### config.mk
export PLATFORM = sky130hd
export DESIGN_NAME = crtc_timing_gen
export DESIGN_NICKNAME = d
export VERILOG_FILES = /design/src/rtl/crtc_pkg.sv /design/src/rtl/crtc_regs.sv /design/src/rtl/crtc_scan_fsm.sv /design/src/rtl/crtc_sync_out.sv /design/src/rtl/crtc_timing_gen.sv
export SDC_FILE = /design/constraint.sdc
export NUM_CORES = 1
export LEC_CHECK = 0
export BUFFER_PORTS_ARGS = -buffer_cell sky130_fd_sc_hd__buf_2
export CORE_MARGIN = 4
export CORE_UTILIZATION = 45
export CTS_BUF_LIST = sky130_fd_sc_hd__clkbuf_4
export DETAILED_ROUTE_END_ITERATION = 6
export PLACE_DENSITY_LB_ADDON = 0.05
export SYNTH_ARGS = -nofsm -noshare
export SYNTH_HDL_FRONTEND = slang
export SYNTH_SLANG_ARGS = --single-unit
### constraint.sdc
create_clock -name clk -period 4.15 [get_ports clk]
set_input_delay 0.415 -clock clk [delete_from_list [all_inputs] [get_ports clk]]
set_output_delay 0.415 -clock clk [all_outputs]
set_load 0.05 [all_outputs]
### src/rtl/crtc_pkg.sv
package crtc_pkg;

    localparam int FIELD_W = 16;
    localparam int DATA_W  = 32;

    // word indices of the register port
    localparam int IDX_CTRL  = 0;
    localparam int IDX_HTIME = 1;
    localparam int IDX_VTIME = 2;
    localparam int IDX_HSYNC = 3;
    localparam int IDX_VSYNC = 4;
    localparam int IDX_FB0   = 5;
    localparam int IDX_FB1   = 6;
    localparam int IDX_SCAN  = 7;
    localparam int IDX_VBCNT = 8;
    localparam int IDX_IRQ   = 9;

    // control word bit positions
    localparam int CTRL_RUN_BIT   = 0;
    localparam int CTRL_OE_BIT    = 1;
    localparam int CTRL_FLIP_BIT  = 2;
    localparam int CTRL_BURST_LSB = 4;
    localparam int CTRL_BURST_W   = 2;
    localparam int CTRL_IRQEN_BIT = 8;
    localparam logic [DATA_W-1:0] CTRL_STORE_MASK = 32'h0000_0133;

    // sync word: enable bit, start below it, end in upper half
    localparam int SYNC_EN_BIT = 15;

    typedef enum logic [1:0] {
        SCAN_HOLD   = 2'd0,
        SCAN_ACTIVE = 2'd1,
        SCAN_VBLANK = 2'd2
    } scan_state_e;

    typedef struct packed {
        logic [FIELD_W-1:0] h_total;
        logic [FIELD_W-1:0] h_active;
        logic [FIELD_W-1:0] v_total;
        logic [FIELD_W-1:0] v_active;
        logic [FIELD_W-1:0] hs_start;
        logic [FIELD_W-1:0] hs_end;
        logic [FIELD_W-1:0] vs_start;
        logic [FIELD_W-1:0] vs_end;
        logic               hs_en;
        logic               vs_en;
    } timing_t;

endpackage

### src/rtl/crtc_regs.sv
module crtc_regs
    import crtc_pkg::*;
#(
    parameter int REG_AW = 4
) (
    input  logic                    clk,
    input  logic                    rst_n,
    input  logic                    wr_en,
    input  logic [REG_AW-1:0]       wr_addr,
    input  logic [DATA_W-1:0]       wr_data,
    input  logic [REG_AW-1:0]       rd_addr,
    output logic [DATA_W-1:0]       rd_data,
    input  logic                    vblank_pulse_i,
    input  logic [FIELD_W-1:0]      h_i,
    input  logic [FIELD_W-1:0]      v_i,
    input  logic [DATA_W-1:0]       vbcnt_i,
    output timing_t                 timing_o,
    output logic                    run_o,
    output logic                    oe_o,
    output logic [CTRL_BURST_W-1:0] burst_code_o,
    output logic                    irq_o,
    output logic [DATA_W-1:0]       fb_base_o
);

    localparam int NUM_FB = 2;

    logic [DATA_W-1:0]             ctrl_q;
    logic [DATA_W-1:0]             htime_q;
    logic [DATA_W-1:0]             vtime_q;
    logic [DATA_W-1:0]             hsync_q;
    logic [DATA_W-1:0]             vsync_q;
    logic [NUM_FB-1:0][DATA_W-1:0] fb_q;
    logic                          flip_pend_q;
    logic                          fb_sel_q;
    logic                          vb_status_q;

    logic wr_ctrl;
    logic wr_irq;

    always_comb begin
        wr_ctrl = wr_en && (wr_addr == REG_AW'(IDX_CTRL));
        wr_irq  = wr_en && (wr_addr == REG_AW'(IDX_IRQ));
    end

    // plain storage words
    always_ff @(posedge clk) begin
        if (!rst_n) begin
            ctrl_q  <= '0;
            htime_q <= '0;
            vtime_q <= '0;
            hsync_q <= '0;
            vsync_q <= '0;
        end else if (wr_en) begin
            if (wr_addr == REG_AW'(IDX_CTRL))  ctrl_q  <= wr_data & CTRL_STORE_MASK;
            if (wr_addr == REG_AW'(IDX_HTIME)) htime_q <= wr_data;
            if (wr_addr == REG_AW'(IDX_VTIME)) vtime_q <= wr_data;
            if (wr_addr == REG_AW'(IDX_HSYNC)) hsync_q <= wr_data;
            if (wr_addr == REG_AW'(IDX_VSYNC)) vsync_q <= wr_data;
        end
    end

    // framebuffer base words, one per buffer
    for (genvar g = 0; g < NUM_FB; g++) begin : g_fb
        always_ff @(posedge clk) begin
            if (!rst_n)
                fb_q[g] <= '0;
            else if (wr_en && (wr_addr == REG_AW'(IDX_FB0 + g)))
                fb_q[g] <= wr_data;
        end
    end

    // flip request: set by software, retired at vblank start
    always_ff @(posedge clk) begin
        if (!rst_n) begin
            flip_pend_q <= 1'b0;
            fb_sel_q    <= 1'b0;
        end else begin
            if (vblank_pulse_i && flip_pend_q)
                fb_sel_q <= ~fb_sel_q;
            if (wr_ctrl && wr_data[CTRL_FLIP_BIT])
                flip_pend_q <= 1'b1;
            else if (vblank_pulse_i)
                flip_pend_q <= 1'b0;
        end
    end

    // sticky vblank status, write one to clear, new event wins
    always_ff @(posedge clk) begin
        if (!rst_n)
            vb_status_q <= 1'b0;
        else if (vblank_pulse_i)
            vb_status_q <= 1'b1;
        else if (wr_irq && wr_data[0])
            vb_status_q <= 1'b0;
    end

    always_comb begin
        timing_o.h_total  = htime_q[2*FIELD_W-1:FIELD_W];
        timing_o.h_active = htime_q[FIELD_W-1:0];
        timing_o.v_total  = vtime_q[2*FIELD_W-1:FIELD_W];
        timing_o.v_active = vtime_q[FIELD_W-1:0];
        timing_o.hs_end   = hsync_q[2*FIELD_W-1:FIELD_W];
        timing_o.hs_start = {1'b0, hsync_q[SYNC_EN_BIT-1:0]};
        timing_o.hs_en    = hsync_q[SYNC_EN_BIT];
        timing_o.vs_end   = vsync_q[2*FIELD_W-1:FIELD_W];
        timing_o.vs_start = {1'b0, vsync_q[SYNC_EN_BIT-1:0]};
        timing_o.vs_en    = vsync_q[SYNC_EN_BIT];
        run_o        = ctrl_q[CTRL_RUN_BIT];
        oe_o         = ctrl_q[CTRL_OE_BIT];
        burst_code_o = ctrl_q[CTRL_BURST_LSB +: CTRL_BURST_W];
        irq_o        = vb_status_q && ctrl_q[CTRL_IRQEN_BIT];
        fb_base_o    = fb_q[fb_sel_q];
    end

    always_comb begin
        rd_data = '0;
        case (rd_addr)
            REG_AW'(IDX_CTRL):  rd_data = ctrl_q | (DATA_W'(flip_pend_q) << CTRL_FLIP_BIT);
            REG_AW'(IDX_HTIME): rd_data = htime_q;
            REG_AW'(IDX_VTIME): rd_data = vtime_q;
            REG_AW'(IDX_HSYNC): rd_data = hsync_q;
            REG_AW'(IDX_VSYNC): rd_data = vsync_q;
            REG_AW'(IDX_FB0):   rd_data = fb_q[0];
            REG_AW'(IDX_FB1):   rd_data = fb_q[1];
            REG_AW'(IDX_SCAN):  rd_data = {h_i, v_i};
            REG_AW'(IDX_VBCNT): rd_data = vbcnt_i;
            REG_AW'(IDX_IRQ):   rd_data = DATA_W'(vb_status_q);
            default:            rd_data = '0;
        endcase
    end

    // a pending flip only retires on a vblank pulse
    assert_flip_at_vblank_R8: assert property (@(posedge clk) disable iff (!rst_n)
        $fell(flip_pend_q) |-> $past(vblank_pulse_i));

    // status only rises because of a vblank pulse
    assert_status_on_vblank_R9: assert property (@(posedge clk) disable iff (!rst_n)
        $rose(vb_status_q) |-> $past(vblank_pulse_i));

endmodule

### src/rtl/crtc_scan_fsm.sv
module crtc_scan_fsm
    import crtc_pkg::*;
#(
    parameter int VB_W = DATA_W
) (
    input  logic               clk,
    input  logic               rst_n,
    input  logic               run_i,
    input  logic [FIELD_W-1:0] h_total_i,
    input  logic [FIELD_W-1:0] v_total_i,
    input  logic [FIELD_W-1:0] v_active_i,
    output logic [FIELD_W-1:0] h_o,
    output logic [FIELD_W-1:0] v_o,
    output logic               active_o,
    output logic               vblank_pulse_o,
    output logic [VB_W-1:0]    vbcnt_o
);

    scan_state_e state_q, state_d;
    logic [FIELD_W-1:0] h_q, v_q;
    logic [VB_W-1:0]    vbcnt_q;
    logic line_end, frame_end, last_active_line;

    always_comb begin
        line_end         = (h_q >= h_total_i - 1'b1);
        frame_end        = (v_q >= v_total_i - 1'b1);
        last_active_line = ((v_q + 1'b1) >= v_active_i);
    end

    // next-state logic
    always_comb begin
        state_d = state_q;
        unique case (state_q)
            SCAN_HOLD: begin
                if (run_i) state_d = SCAN_ACTIVE;
            end
            SCAN_ACTIVE: begin
                if (!run_i)                             state_d = SCAN_HOLD;
                else if (line_end && last_active_line)  state_d = SCAN_VBLANK;
            end
            SCAN_VBLANK: begin
                if (!run_i)                      state_d = SCAN_HOLD;
                else if (line_end && frame_end)  state_d = SCAN_ACTIVE;
            end
            default: state_d = SCAN_HOLD;
        endcase
    end

    // state register
    always_ff @(posedge clk) begin
        if (!rst_n) state_q <= SCAN_HOLD;
        else        state_q <= state_d;
    end

    // raster counters
    always_ff @(posedge clk) begin
        if (!rst_n || !run_i || state_q == SCAN_HOLD) begin
            h_q <= '0;
            v_q <= '0;
        end else if (line_end) begin
            h_q <= '0;
            v_q <= frame_end ? '0 : v_q + 1'b1;
        end else begin
            h_q <= h_q + 1'b1;
        end
    end

    // frame counter, cleared only by reset or soft reset
    always_ff @(posedge clk) begin
        if (!rst_n || !run_i)
            vbcnt_q <= '0;
        else if (vblank_pulse_o)
            vbcnt_q <= vbcnt_q + 1'b1;
    end

    // outputs
    always_comb begin
        active_o       = (state_q != SCAN_HOLD);
        vblank_pulse_o = (state_q == SCAN_VBLANK) && (h_q == '0) && (v_q == v_active_i);
        h_o            = h_q;
        v_o            = v_q;
        vbcnt_o        = vbcnt_q;
    end

    assert_soft_reset_clear_R5: assert property (@(posedge clk) disable iff (!rst_n)
        !run_i |=> (h_q == '0 && v_q == '0 && vbcnt_q == '0));

    assert_vbcount_step_R6: assert property (@(posedge clk) disable iff (!rst_n)
        (vblank_pulse_o && run_i) |=> (vbcnt_q == $past(vbcnt_q) + 1'b1));

    assert_pulse_single_R6: assert property (@(posedge clk) disable iff (!rst_n)
        vblank_pulse_o |=> !vblank_pulse_o);

    assert_hold_parks_R4: assert property (@(posedge clk) disable iff (!rst_n)
        (state_q == SCAN_HOLD) |-> (h_q == '0 && v_q == '0 && !vblank_pulse_o));

endmodule

### src/rtl/crtc_sync_out.sv
module crtc_sync_out
    import crtc_pkg::*;
(
    input  logic    oe_i,
    input  logic    active_i,
    input  logic [FIELD_W-1:0] h_i,
    input  logic [FIELD_W-1:0] v_i,
    input  logic [FIELD_W-1:0] h_active_i,
    input  logic [FIELD_W-1:0] v_active_i,
    input  logic [FIELD_W-1:0] hs_start_i,
    input  logic [FIELD_W-1:0] hs_end_i,
    input  logic               hs_en_i,
    input  logic [FIELD_W-1:0] vs_start_i,
    input  logic [FIELD_W-1:0] vs_end_i,
    input  logic               vs_en_i,
    output logic de_o,
    output logic hsync_o,
    output logic vsync_o
);

    logic live;

    always_comb begin
        live    = oe_i && active_i;
        de_o    = live && (h_i < h_active_i) && (v_i < v_active_i);
        hsync_o = live && hs_en_i && (h_i >= hs_start_i) && (h_i < hs_end_i);
        vsync_o = live && vs_en_i && (v_i >= vs_start_i) && (v_i < vs_end_i);
    end

endmodule

### src/rtl/crtc_timing_gen.sv
module crtc_timing_gen
    import crtc_pkg::*;
#(
    parameter int REG_AW    = 4,
    parameter int BURST_MIN = 32
) (
    input  logic              clk,
    input  logic              rst_n,
    input  logic              wr_en,
    input  logic [REG_AW-1:0] wr_addr,
    input  logic [31:0]       wr_data,
    input  logic [REG_AW-1:0] rd_addr,
    output logic [31:0]       rd_data,
    output logic              hsync,
    output logic              vsync,
    output logic              de,
    output logic              vblank_pulse,
    output logic              irq,
    output logic [31:0]       fb_base,
    output logic [$clog2(BURST_MIN*8):0] fetch_burst_bytes
);

    localparam int BURST_W = $clog2(BURST_MIN * 8) + 1;

    timing_t                 cfg;
    logic                    run, oe;
    logic [CTRL_BURST_W-1:0] burst_code;
    logic [FIELD_W-1:0]      h_cnt, v_cnt;
    logic                    active;
    logic [DATA_W-1:0]       vbcnt;

    crtc_regs #(.REG_AW(REG_AW)) u_regs (
        .clk            (clk),
        .rst_n          (rst_n),
        .wr_en          (wr_en),
        .wr_addr        (wr_addr),
        .wr_data        (wr_data),
        .rd_addr        (rd_addr),
        .rd_data        (rd_data),
        .vblank_pulse_i (vblank_pulse),
        .h_i            (h_cnt),
        .v_i            (v_cnt),
        .vbcnt_i        (vbcnt),
        .timing_o       (cfg),
        .run_o          (run),
        .oe_o           (oe),
        .burst_code_o   (burst_code),
        .irq_o          (irq),
        .fb_base_o      (fb_base)
    );

    crtc_scan_fsm #(.VB_W(DATA_W)) u_scan (
        .clk            (clk),
        .rst_n          (rst_n),
        .run_i          (run),
        .h_total_i      (cfg.h_total),
        .v_total_i      (cfg.v_total),
        .v_active_i     (cfg.v_active),
        .h_o            (h_cnt),
        .v_o            (v_cnt),
        .active_o       (active),
        .vblank_pulse_o (vblank_pulse),
        .vbcnt_o        (vbcnt)
    );

    crtc_sync_out u_sync (
        .oe_i       (oe),
        .active_i   (active),
        .h_i        (h_cnt),
        .v_i        (v_cnt),
        .h_active_i (cfg.h_active),
        .v_active_i (cfg.v_active),
        .hs_start_i (cfg.hs_start),
        .hs_end_i   (cfg.hs_end),
        .hs_en_i    (cfg.hs_en),
        .vs_start_i (cfg.vs_start),
        .vs_end_i   (cfg.vs_end),
        .vs_en_i    (cfg.vs_en),
        .de_o       (de),
        .hsync_o    (hsync),
        .vsync_o    (vsync)
    );

    // burst size doubles with each code step
    assign fetch_burst_bytes = BURST_W'(BURST_MIN) << burst_code;

    // data-enable only inside the active line range
    assert_de_inside_R1: assert property (@(posedge clk) disable iff (!rst_n)
        de |-> (v_cnt < cfg.v_active && active));

endmodule

==> impl_metrics.py, run 1 <==
metrics = {
    "finish": {
        "area_growth_pct": 14.5,
        "drive_above_1_share_pct": 15.4,
        "stdcell_count": 2663,
        "nNetsFinal": 2350,
        "fillers": 3484,
    },
    "timing": {
        "fin_hold_ws_ns": 0.0816,
        "worst_slack_ns": 0.308,
        "finalSetupViolCount": 0,
        "fin_crit_sh_pct": 92.6,
        "slew_viol_final": 0,
        "final.setup_skew_ns": 0.0458,
        "timing.setup.tns_ns": 0,
        "worstMarginPinSlew_ns": 1.11,
        "clock.fmax_mhz": 260,
        "slew_headroom_pct": 25.5,
        "hold_viol_final": 0,
        "fin_crit_ns": 3.84,
        "grt_setup_unrepaired": "no",
    },
    "power_and_ir_drop": {
        "power_frac_comb_pct": 7.8,
        "ir_drop_mv": 0.206,
        "power_w": 0.00545,
        "leakage_nw": 7.21,
        "p_sw_share_pct": 26.4,
        "p_per_area_nw_per_um2": 295,
        "p_clk_share_pct": 44.4,
        "power.internal_w": 0.00401,
        "p_sw_w": 0.00144,
        "power_frac_seq_pct": 47.8,
    },
    "synthesis": {
        "async_flop_share_pct": 0,
        "postSynthAreaPerCell_um2": 8.05,
        "synth_top_area_share_pct": 33.0,
        "yosysUniqueCellTypes": 66,
        "synth-main-ff-cell": "dfxtp_1",
        "yosysTopAreaCell": "dfxtp_1",
        "synth_area_um2": 16200,
        "ys_warn_count": 0,
        "synth_edf_count": 0,
        "syn-instance-count": 2006,
        "ys_ff_latch": 266,
        "synth.area.top_cells": "dfxtp_1, ha_1, nand2_1",
        "ys_seq_area_share_pct": 33.0,
    },
    "critical_path": {
        "critPathLaunchType": "register",
        "required_ns": 3.73,
        "crit_top_cell": "a21o_1",
        "cp_top_family": "compound AO/OA/AOI/OAI gates",
        "r2r-start": "u_regs.htime_q[18]",
        "worstSetupPathType": "reg2out",
        "crit_arrival_ns": 3.43,
        "cp_cell_sequence": "ha_1 -> a21o_1 -> a21o_1 -> a21o_1 -> a21oi_1 -> o21ai_0 -> a221oi_1 -> buf_2",
        "cp_slowest_cell": "dfxtp_1",
        "reg2reg_slack_ns": 0.40,
        "reg2reg_to": "u_scan.h_o[13]",
        "r2r_cells": 14,
        "worstPathMaxFanout": 11,
        "critPathMaxStageDelay_ns": 0.71,
        "critical_path_buf_inv_count": 1,
        "cp-end-kind": "output port",
    },
    "drt": {
        "antenna_left": 0,
        "drt-vias-per-instance": 5.85,
        "routed_wirelength_um": 60500,
        "first_pass_iters": 6,
        "drcViolationCount": 0,
        "routedWlPerCell_um": 22.7,
        "vias": 15600,
        "drt_iter0_drc": 1334,
    },
    "global_routing": {
        "grt_overflow": 0,
        "grt_pass1_vias": 15000,
        "grt_max_degree": 96,
        "grt_usage_pct": 30.2,
        "antenna_found_initial": 1,
        "grt_first_pass_wirelength_um": 90600,
    },
    "hold_path": {
        "hold_path_depth": 3,
        "min_to": "u_regs.vtime_q[30]",
        "hp-start": "wr_data[30]",
        "hold_class": "in2reg",
    },
    "flow_run": {
        "maxCapViolCount": 0,
    },
    "placed_design": {
        "portBuffers": 115,
        "place.gp.congestion": 0.924,
        "dp_slack_ns": 0.408,
        "place_inst": 2512,
        "dp_hpwl_um": 42900,
    },
    "clock_network": {
        "clock_path_buffers": 3,
        "clock_latency_ns": 0.75,
        "post_cts_resize_count": 0,
        "post-cts-setup-buffer-count": 0,
        "htreeDepth": 3,
        "cts_hold_buffers": 31,
        "cts_made_buffers": 78,
        "cts_root_buf": "clkbuf_4",
        "clkTransAtPathRegs_ns": 0.06,
        "clock-sinks": 266,
        "cts_tree": "built",
    },
    "floorplan": {
        "dieArea_um2": 39000,
        "io_pins": 121,
        "die_h_um": 197,
        "die_w_um": 197,
        "std_cell_rows": 69,
        "start_util_pct": 45.5,
        "core-area_um2": 35500,
    },
    "outcome": {
        "status": "complete, no violations",
    },
}
power groups by stage:
stage	sequential, W	clock [W]	combinational, W
2_1_floorplan	0.00265	0	0.000245
6_report	0.00261	0.00242	0.000425
3_3_place_gp	0.00266	0	0.000390
3_5_place_dp	0.00266	0	0.000394
5_1_grt	0.00261	0.00260	0.000457
4_1_cts	0.00260	0.00247	0.000418
logic make-up after synthesis:
kind of cell               synth area share (%)
AOI/OAI and AO/OA                          21.5
and+or+nand+nor                            21.5
DFF                                        33.0
other                                    0.0232
xor gates and xnor gates                   4.61
adders and majority gates                  11.2
buffers and inverters                      5.58
muxes                                      2.60
sequential cells by signal (all words and copies together), names as in the netlist, 5 cells and up:
name / flops
u_regs.ctrl_q: 5
u_regs.htime_q: 32
u_regs.hsync_q: 32
u_scan.h_o: 16
u_regs.fb_q: 64
u_regs.vsync_q: 32
u_scan.v_o: 16
u_regs.vtime_q: 32
u_scan.vbcnt_o: 32
per-stage QoR:
stage	utilization [%]	instance area [um2]
2_1_floorplan	-	16200
3_3_place_gp	48.7	17300
3_5_place_dp	48.7	17300
4_1_cts	52.1	18500
5_1_grt	52.1	18500
6_report	52.1	18500
Yosys cell counts, types with 39 or more instances:
master,n
xnor2_1,48
inv_1,112
ha_1,145
dfxtp_1,266
nand2_1,449
nor2_1,89
a22oi_1,109
a21boi_0,196
clkbuf_1,111
nand3_1,39
nand4_1,55
how the worst max path moves through the flow:
stage / from / to / slack [ns] / depth (start not counted)
after global routing: u_regs.htime_q[18] / u_scan.v_o[13] / 0.02 / 14
after floorplan: u_regs.vtime_q[18] / u_scan.v_o[2] / 0.82 / 14
after detailed placement: u_regs.htime_q[18] / u_scan.v_o[7] / 0.41 / 14
after CTS: u_scan.h_o[1] / hsync / 0.25 / 8
after global placement: u_regs.vtime_q[16] / u_scan.v_o[12] / 0.55 / 14
final: u_scan.h_o[1] / hsync / 0.31 / 8
layout by cell type, fill, tap and decap left out, types with 55 or more instances in the layout:
cell | synthesis | final
dfxtp_1 | 266 | 265
nor2_1 | 89 | 85
buf_2 | 0 | 114
ha_1 | 145 | 145
inv_1 | 112 | 112
nand2_1 | 449 | 449
a21boi_0 | 196 | 196
nand4_1 | 55 | 55
clkbuf_4 | 0 | 106
a22oi_1 | 109 | 109
layer usage:
layer	vias to the layer above	global-route usage, %	part of all wire (%)
met5	-	1.98	0.17
met4	2	9.58	2.5
met3	109	8.84	10
met2	675	42.4	41
met1	7463	44.3	46
li1	7342	-	-
cell type report:
| class | instances | area [um2] | share of cell area (%) |
|---|---|---|---|
| Timing Repair Buffer | 193 | 1280 | 6.92 |
| Multi-Input combinational cell | 1511 | 9990 | 54.0 |
| Tap cell | 461 | 577 | 3.12 |
| Clock buffer | 106 | 796 | 4.30 |
| Inverter | 112 | 420 | 2.27 |
| Antenna cell | 2 | 5.00 | 0.0271 |
| Sequential cell | 266 | 5330 | 28.8 |
| Clock inverter | 12 | 97.6 | 0.528 |
worst register-to-register path, stage by stage, from the launching register on:
cell and delay [ns]:
dfxtp_1 0.36, nor2_1 0.15, nand3_1 0.13, nor4_1 0.58
nand2_1 0.23, nor3_1 0.25, xnor2_1 0.16, ha_1 0.27
a21oi_1 0.15, nor2b_1 0.06, o21ai_0 0.19, o211ai_1 0.12
a31o_2 0.39, or2_2 0.49, nor2_1 0.17
Power figures use the tool's default switching activity.
==> run 2: changes to the inputs <==
SYNTH_HIERARCHICAL = 1   (was unset)
==> run 2 against run 1 <==
Synthesized cell count grew 9.2%. Global-route usage grew 2.8 points. Largest cell class unchanged. Design area grew 6.3%. Critical endpoint is now de. Combinational power grew 30%. Clock power grew 5%. Via count grew 11%. Non-clock buffer count grew 3. Critical path depth is the same. Synthesized area grew 7.8%. Wire length grew 17%. Clock skew grew 0.010 ns. Highest routed layer unchanged.
==> impl_metrics.py, run 2 <==
metrics = {
    "finish": {
        "area_growth_pct": 12.9,
        "stdcell_count": 2900,
        "largest_reg_flops": 64,
        "design_area_um2": 19700,
        "drive_above_1_share_pct": 14.6,
        "layout_common_cells": "nand2_1, dfxtp_1, ha_1",
        "mostFrequentLayoutCell": "nand2_1",
        "nNetsFinal": 2526,
        "top_register": "u_regs/fb_q",
    },
    "synthesis": {
        "async_flop_share_pct": 0,
        "synth-main-ff-cell": "dfxtp_1",
        "ys_warn_count": 6,
        "synth_area_um2": 17400,
        "syn-instance-count": 2190,
        "yosysUniqueCellTypes": 83,
        "synth_edf_count": 0,
        "ys_top_cells_by_count": "nand2_1, dfxtp_1, ha_1",
        "postSynthAreaPerCell_um2": 7.95,
        "ys_seq_area_share_pct": 30.6,
        "yosysTopAreaCell": "dfxtp_1",
        "ys_ff_latch": 266,
        "post-synth-top-count-cell": "nand2_1",
        "synth.area.top_cells": "dfxtp_1, ha_1, nand2_1",
        "synth_top_area_share_pct": 30.6,
    },
    "power_and_ir_drop": {
        "leakage_nw": 7.64,
        "power_w": 0.00571,
        "ir_drop_mv": 0.215,
        "p_per_area_nw_per_um2": 290,
    },
    "critical_path": {
        "crit_arrival_ns": 3.51,
        "r2r_cells": 14,
        "critPathLaunchType": "register",
        "worstPathMaxFanout": 10,
        "r2r-start": "u_regs/vtime_q[21]",
        "reg2reg_to": "u_scan/v_o[11]",
        "worstSetupPathType": "reg2out",
        "cp-end-kind": "output port",
        "required_ns": 3.73,
        "reg2reg_slack_ns": 0.36,
    },
    "floorplan": {
        "std_cell_rows": 71,
        "io_pins": 121,
        "die_w_um": 205,
        "dieArea_um2": 41900,
        "start_util_pct": 45.9,
        "core-area_um2": 37900,
        "die_h_um": 205,
    },
    "timing": {
        "worstMarginPinSlew_ns": 1.10,
        "slew_viol_final": 0,
        "clock.fmax_mhz": 255,
        "fin_crit_ns": 3.93,
        "fin_hold_ws_ns": 0.133,
        "finalSetupViolCount": 0,
        "hold_viol_final": 0,
        "timing.setup.tns_ns": 0,
        "final.setup_skew_ns": 0.0562,
        "grt_setup_unrepaired": "no",
        "slew_headroom_pct": 26.8,
        "fin_crit_sh_pct": 94.7,
    },
    "clock_network": {
        "clock-sinks": 266,
        "cts_tree": "built",
        "cts_made_buffers": 78,
        "clkTransAtPathRegs_ns": 0.07,
        "clock_path_buffers": 3,
        "cts_root_buf": "clkbuf_4",
        "clock_latency_ns": 0.78,
        "htreeDepth": 3,
    },
    "drt": {
        "drt-vias-per-instance": 5.94,
        "drt_iter0_drc": 1775,
        "routed_wirelength_um": 70700,
        "vias": 17200,
        "antenna_left": 0,
        "first_pass_iters": 6,
        "drcViolationCount": 0,
        "routedWlPerCell_um": 24.4,
    },
    "hold_path": {
        "hold_class": "in2reg",
        "hold_path_depth": 4,
        "min_to": "u_regs/vb_status_q",
        "hp-start": "wr_addr[3]",
    },
    "placed_design": {
        "dpl_cell_area_um2": 18400,
        "place.gp.congestion": 0.954,
        "portBuffers": 115,
        "dp_hpwl_um": 51300,
        "place_inst": 2736,
    },
    "global_routing": {
        "grt_max_degree": 108,
        "grt_overflow": 0,
        "antenna_found_initial": 5,
        "grt_pass1_vias": 16500,
        "grt_first_pass_wirelength_um": 104000,
        "grt_usage_pct": 33.0,
    },
    "outcome": {
        "status": "complete, no violations",
    },
    "flow_run": {
        "maxCapViolCount": 0,
    },
}
[run 2: cell types whose count changed after synthesis, sizes merged, moves of 21 or more]
cell    previous run  this run
buf               10        84
a22oi            109        38
clkbuf           111        50
a21oi             37        87
mux2i              6        43
nand2            449       483
or3                3        32
o21ai             29        55
a21o              31        10
inv              112       133
nand3             39        60
[run 2: repair_timing]
item / in CTS / in global routing
setup buffers: 0 / 0
resized for setup: 0 / 0
hold buffers: 32 / 0
setup endpoints to repair: 0 / 0
endpoints found under the hold margin: 183 / 0
[run 2: layout make-up]
class | instances | area [um2]
clock inverter | 17 | 119
tap | 511 | 639
antenna | 4 | 10.0
multi-input combinational | 1662 | 11000
fill | 3727 | 18300
timing repair buffer | 196 | 1270
inverter | 133 | 499
sequential | 266 | 5330
clock buffer | 111 | 833
[run 2: kinds of logic (layout without fill, tap and decap cells)]
| group | after synthesis | in the layout | share of synthesized area (%) |
|---|---|---|---|
| buffers and inverters | 267 | 457 | 6.68 |
| XOR/XNOR | 80 | 80 | 4.02 |
| AND/OR/NAND/NOR | 845 | 845 | 22.5 |
| flip-flops | 266 | 266 | 30.6 |
| AO/OA/AOI/OAI | 498 | 498 | 19.9 |
| adder cells (fa/ha/maj) | 146 | 146 | 10.5 |
| multiplexers | 86 | 86 | 5.84 |
| other | 2 | 11 | 0.0431 |
[run 2: worst max-delay path by stage]
| stage | start | endpoint | depth (start not counted) |
|---|---|---|---|
| after floorplan | u_regs/vtime_q[21] | u_scan/v_o[13] | 14 |
| after global placement | u_regs/vtime_q[21] | u_scan/v_o[11] | 14 |
| after detailed placement | u_regs/vtime_q[21] | u_scan/v_o[11] | 14 |
| after CTS | u_scan/v_o[1] | de | 8 |
| after global routing | u_regs/vtime_q[19] | u_scan/v_o[8] | 14 |
| final | u_scan/v_o[1] | de | 8 |
[run 2: power breakdown]
part           leakage [nW]  total (W)  internal [W]  switching, W
clock                 0.570    0.00255       0.00134       0.00121
sequential             2.15    0.00261       0.00258     0.0000302
combinational          4.93   0.000554      0.000188      0.000366
[run 2: worst max-delay path, cell delays in order (launching register included)]
cell and delay (ns):
dfxtp_1 0.72, ha_1 0.34, o21ai_1 0.13, a21oi_1 0.06
o31a_1 0.25, o21ai_0 0.28, a21oi_1 0.20, nor3_1 0.42
buf_2 0.35
[run 2: per-stage QoR]
step,setup slack [ns],utilization [%]
after floorplan,0.685,-
after global placement,0.496,48.4
after detailed placement,0.430,48.4
after CTS,0.280,51.8
after global routing,0.150,51.8
final,0.221,51.8
[run 2: metal layers]
metal	global-route usage, %	wire (um)	vias to the layer above
met4	15.1	3910	2
li1	-	-	7955
met5	0	17	-
met1	43.0	29400	8228
met2	53.4	31600	837
met3	5.94	5750	207
